### src/rtl/mcm_pkg.sv
package mcm_pkg;
    localparam int IN_W     = 10;
    localparam int GUARD_W  = 6;
    localparam int PROD_W   = IN_W + GUARD_W;
    localparam int N_WIDE   = 3;
    localparam int LATENCY  = 2;

    typedef logic signed [PROD_W-1:0] prod_t;

    function automatic int wide_shift(input int idx);
        return idx + 3;
    endfunction
endpackage

### src/rtl/mcm_level1.sv
module mcm_level1
    import mcm_pkg::*;
(
    input  logic                   clk,
    input  logic                   rst,
    input  logic signed [IN_W-1:0] x_in,
    output prod_t                  x_q,
    output prod_t                  m3_q,
    output prod_t                  m5_q
);
    prod_t x_ext;
    prod_t m3_d;
    prod_t m5_d;

    always_comb begin
        x_ext = PROD_W'(x_in);
        m3_d  = (x_ext <<< 1) + x_ext;
        m5_d  = (x_ext <<< 2) + x_ext;
    end

    always_ff @(posedge clk) begin
        if (rst) begin
            x_q  <= '0;
            m3_q <= '0;
            m5_q <= '0;
        end else begin
            x_q  <= x_ext;
            m3_q <= m3_d;
            m5_q <= m5_d;
        end
    end

    p_m5_over_m3_r3: assert property (@(posedge clk) disable iff (rst)
        (m5_q - m3_q) == (x_q <<< 1));
endmodule

### src/rtl/mcm_level2.sv
module mcm_level2
    import mcm_pkg::*;
(
    input  logic  clk,
    input  logic  rst,
    input  prod_t x_q,
    input  prod_t m3_q,
    input  prod_t m5_q,
    output prod_t p3_q,
    output prod_t wide_q [N_WIDE]
);
    always_ff @(posedge clk) begin
        if (rst) p3_q <= '0;
        else     p3_q <= m3_q;
    end

    for (genvar g = 0; g < N_WIDE; g++) begin : g_wide
        prod_t sum_d;
        always_comb sum_d = (x_q <<< wide_shift(g)) + m5_q;
        always_ff @(posedge clk) begin
            if (rst) wide_q[g] <= '0;
            else     wide_q[g] <= sum_d;
        end
    end
endmodule

### src/rtl/mcm_valid_pipe.sv
module mcm_valid_pipe #(
    parameter int DEPTH = 2
) (
    input  logic clk,
    input  logic rst,
    input  logic v_in,
    output logic v_out
);
    logic [DEPTH-1:0] taps;

    for (genvar s = 0; s < DEPTH; s++) begin : g_tap
        always_ff @(posedge clk) begin
            if (rst)         taps[s] <= 1'b0;
            else if (s == 0) taps[s] <= v_in;
            else             taps[s] <= taps[(s == 0) ? 0 : s-1];
        end
    end

    assign v_out = taps[DEPTH-1];
endmodule

### src/rtl/mcm_shiftadd_top.sv
module mcm_shiftadd_top
    import mcm_pkg::*;
(
    input  logic                     clk,
    input  logic                     rst,
    input  logic                     in_valid,
    input  logic signed [IN_W-1:0]   in_sample,
    output logic                     out_valid,
    output logic signed [PROD_W-1:0] out_p3,
    output logic signed [PROD_W-1:0] out_p13,
    output logic signed [PROD_W-1:0] out_p21,
    output logic signed [PROD_W-1:0] out_p37
);
    prod_t x_q, m3_q, m5_q, p3_q;
    prod_t wide_q [N_WIDE];

    mcm_level1 u_l1 (
        .clk(clk), .rst(rst), .x_in(in_sample),
        .x_q(x_q), .m3_q(m3_q), .m5_q(m5_q)
    );

    mcm_level2 u_l2 (
        .clk(clk), .rst(rst), .x_q(x_q), .m3_q(m3_q), .m5_q(m5_q),
        .p3_q(p3_q), .wide_q(wide_q)
    );

    mcm_valid_pipe #(.DEPTH(LATENCY)) u_vp (
        .clk(clk), .rst(rst), .v_in(in_valid), .v_out(out_valid)
    );

    assign out_p3  = p3_q;
    assign out_p13 = wide_q[0];
    assign out_p21 = wide_q[1];
    assign out_p37 = wide_q[2];

    logic [1:0] warm;
    always_ff @(posedge clk) begin
        if (rst)           warm <= '0;
        else if (warm < 2) warm <= warm + 2'd1;
    end

    p_reset_clear_r1: assert property (@(posedge clk)
        rst |=> (out_valid == 1'b0 && out_p37 == '0 && out_p3 == '0));
    p_p3_r2: assert property (@(posedge clk) disable iff (rst)
        (warm == 2) |-> out_p3 == 16'(3 * $past(in_sample, 2)));
    p_p13_r3: assert property (@(posedge clk) disable iff (rst)
        (warm == 2) |-> out_p13 == 16'(13 * $past(in_sample, 2)));
    p_p21_r4: assert property (@(posedge clk) disable iff (rst)
        (warm == 2) |-> out_p21 == 16'(21 * $past(in_sample, 2)));
    p_p37_r5: assert property (@(posedge clk) disable iff (rst)
        (warm == 2) |-> out_p37 == 16'(37 * $past(in_sample, 2)));
    p_valid_lat_r6: assert property (@(posedge clk) disable iff (rst)
        (warm == 2) |-> out_valid == $past(in_valid, 2));
    p_no_overflow_r8: assert property (@(posedge clk) disable iff (rst)
        (warm == 2 && $past(in_sample, 2) != 0) |->
        (out_p37[PROD_W-1] == $past(in_sample[IN_W-1], 2)));
endmodule

### config.mk
export PLATFORM = sky130hd
export DESIGN_NAME = mcm_shiftadd_top
export DESIGN_NICKNAME = d
export VERILOG_FILES = /design/src/rtl/mcm_pkg.sv /design/src/rtl/mcm_level1.sv /design/src/rtl/mcm_level2.sv /design/src/rtl/mcm_valid_pipe.sv /design/src/rtl/mcm_shiftadd_top.sv
export SDC_FILE = /design/constraint.sdc
export NUM_CORES = 1
export LEC_CHECK = 0
export ABC_AREA = 1
export BUFFER_PORTS_ARGS = -buffer_cell sky130_fd_sc_hd__buf_2
export CAP_MARGIN = 20
export CORE_MARGIN = 1
export CORE_UTILIZATION = 35
export DETAILED_ROUTE_END_ITERATION = 16
export GPL_ROUTABILITY_DRIVEN = 0
export PLACE_DENSITY = 0.63
export SLEW_MARGIN = 10
export SYNTH_ARGS = -nofsm -noshare
export SYNTH_HDL_FRONTEND = slang
export SYNTH_SLANG_ARGS = --single-unit
### constraint.sdc
create_clock -name clk -period 4.5 [get_ports clk]
set_input_delay 0.675 -clock clk [delete_from_list [all_inputs] [get_ports clk]]
set_output_delay 0.675 -clock clk [all_outputs]
set_load 0.01 [all_outputs]
==> results.json <==
{
  "drtIter0Drc": 128,
  "yosysMostFrequentCell": "nand2_1",
  "rsz0062_at_grt": "no",
  "regArea_um2": 1562,
  "clkSlewWorstSetupHoldPaths_ps": 60,
  "rows": 41,
  "core_um2": 12570,
  "start_util": 0.3573,
  "area_growth_pct": 16.49,
  "cts-root-buf": "clkbuf_16",
  "place_inst": 885,
  "nets": 785,
  "synthTopCellsByCount": "nand2_1, inv_1, nor2_1",
  "ir_drop_mv": 0.2073,
  "nFillCells": 1296,
  "grt_max_degree": 41,
  "via_per_inst": 4.250,
  "cts_setup_buffers": 0,
  "worst-setup-path-type": "primary input to flip-flop",
  "fin_worst_skew_ps": 8.729,
  "relSlewSlack": 0.5157,
  "avgRoutedWirePerCell_um": 10.29,
  "grtUsageTotal": 0.1552,
  "die_x_um": 115.3,
  "cts_tree": "built",
  "synthCells": 662,
  "die_h_um": 115.3,
  "multi_input_area_um2": 2266,
  "io_pins": 78,
  "syn-cell-area_um2": 4491,
  "crit_fanout": 5,
  "cts_max_path_buffers": 2,
  "wl_um": 9257,
  "drive_gt1_frac": 0.1401,
  "die_area_um2": 13290,
  "cts_buffers": 9,
  "postSynthAreaPerCell_um2": 6.783,
  "finalSetupViolations": 0,
  "worstSkewPairLatency_ps": 340,
  "fmax_ghz": 0.5591,
  "hold_buffers": 0,
  "worst_slew_pin_slew_ps": 726.5,
  "dp_hpwl_um": 7092,
  "grt_remaining_overflow": 0,
  "status": "completed",
  "ys_types": 22,
  "io_buffer_count": 77,
  "finalCritPeriodShare": 0.3975,
  "critPathCaptureType": "flip-flop",
  "ys.flop_type": "dfxtp_1",
  "cp.required_ps": 4730,
  "worstPathArrival_ps": 2020,
  "hold_violations": 0,
  "maxSlewViolCount": 0,
  "dr.pass1.iters": 4,
  "ys_seq_area_frac": 0.3477,
  "ctsResizeCount": 0,
  "vias": 3825,
  "ys_ff_latch": 78,
  "min_period_ps": 1789,
  "ys_async_sr_fraction": 0,
  "drv_cap": 0,
  "cts-htree-levels": 3,
  "hp-class": "flip-flop to flip-flop",
  "clock_sinks": 78,
  "synth_area_leader_cell": "dfxtp_1",
  "grt_pass1_vias": 3538,
  "synth.area.top_cells": "dfxtp_1, nand2_1, ha_1",
  "syn_nets": 723,
  "start_kind": "primary input",
  "grt_pass1_wl_um": 15920,
  "synth_top_area_share": 0.3477,
  "synth_edf_count": 0,
  "ys_warn_count": 0,
  "grt_antenna_before_repair": 0,
  "drc": 0,
  "fin_cells": 900,
  "fin_tns_setup_ps": 0,
  "leakagePower_uw": 0.003038,
  "postRouteAntennaNets": 0,
  "insertedDiodeCount": 0,
  "powerDensity_nw_per_um2": 379.4
}
## flip-flops by register name (all words and copies together), names as in the netlist
name / flops
u_l2.p3_q: 11
u_l1.m3_q: 10
u_l2.wide_q: 35
u_l1.m5_q: 13
u_vp.v_out: 1
u_vp.taps: 1
u_l1.x_q: 7
## cell families after synthesis
| kind of cell | synth area share |
|---|---|
| compound gates | 0.05517 |
| fa+ha+maj | 0.1421 |
| buf+inv | 0.1477 |
| flops | 0.3477 |
| simple gates | 0.3073 |
## critical path, cell delays in order
cell and delay, ps:
buf_2 140, ha_1 220, inv_1 70, fa_1 380, inv_1 60, nand2_1 60, nand2_1 110, nand3_1 100
a21oi_1 160, nor2_1 50
## routing by layer
metal,vias up,global-route usage,routed length (um)
met5,-,0,0
met4,0,0.06667,200
met3,15,0.04059,366
met2,60,0.2470,4007
met1,1623,0.1983,4682
li1,2127,-,-
## placed cells by master, fill, tap and decap left out
cell type  count
a21oi_1       42
and2_1         3
and2_4         4
buf_2         77
bufinv_16      2
clkbuf_16      9
clkbuf_8       2
clkinv_2       2
dfxtp_1       78
fa_1           5
ha_1          43
inv_1        127
inv_2          1
nand2_1      165
nand2_2        2
nand3_1       44
nand3_2        1
nand3b_1       5
nor2_1       104
o21ai_1        6
o21bai_1       1
or2_1          3
or2_4          2
## where the power goes
part / internal, uW / switching [uW]
Sequential: 756 / 31.9
Clock: 510 / 274
Combinational: 160 / 253
## metrics by stage
step / utilization / total power [uW] / hold WS, ps / worst slack [ps] / area, um^2
6_report: 0.4162 / 1985 / 401.4 / 2711 / 5231
5_1_grt: 0.4162 / 2123 / 420.2 / 2522 / 5231
4_1_cts: 0.4162 / 2015 / 403.2 / 2681 / 5231
2_1_floorplan: - / 1106 / 388.3 / 2673 / 4491
3_3_place_gp: 0.3905 / 1216 / 396.4 / 2349 / 4908
3_5_place_dp: 0.3905 / 1217 / 394.7 / 2317 / 4908
## area by class of cell
cell class / count / area share
inverters: 128 / 0.09184
clock inverters: 4 / 0.01339
repair buffers: 77 / 0.07367
well taps: 172 / 0.04114
flip-flops and latches: 78 / 0.2985
multi-input cells: 430 / 0.4331
clock buffers: 11 / 0.04831
## worst paths after layout
path | startpoint | end | slack (ps) | depth (start not counted)
min reg2reg | u_l1.m3_q[2]$_SDFF_PP0_ | u_l2.p3_q[2]$_SDFF_PP0_ | 400 | 2
min | u_l1.m3_q[2]$_SDFF_PP0_ | u_l2.p3_q[2]$_SDFF_PP0_ | 400 | 2
max | in_sample[2] | u_l1.m5_q[10]$_SDFF_PP0_ | 2710 | 10
max reg2reg | u_l1.m5_q[5]$_SDFF_PP0_ | u_l2.wide_q[9]$_SDFF_PP0_ | 2810 | 7
(Power assumes the default switching activity.)
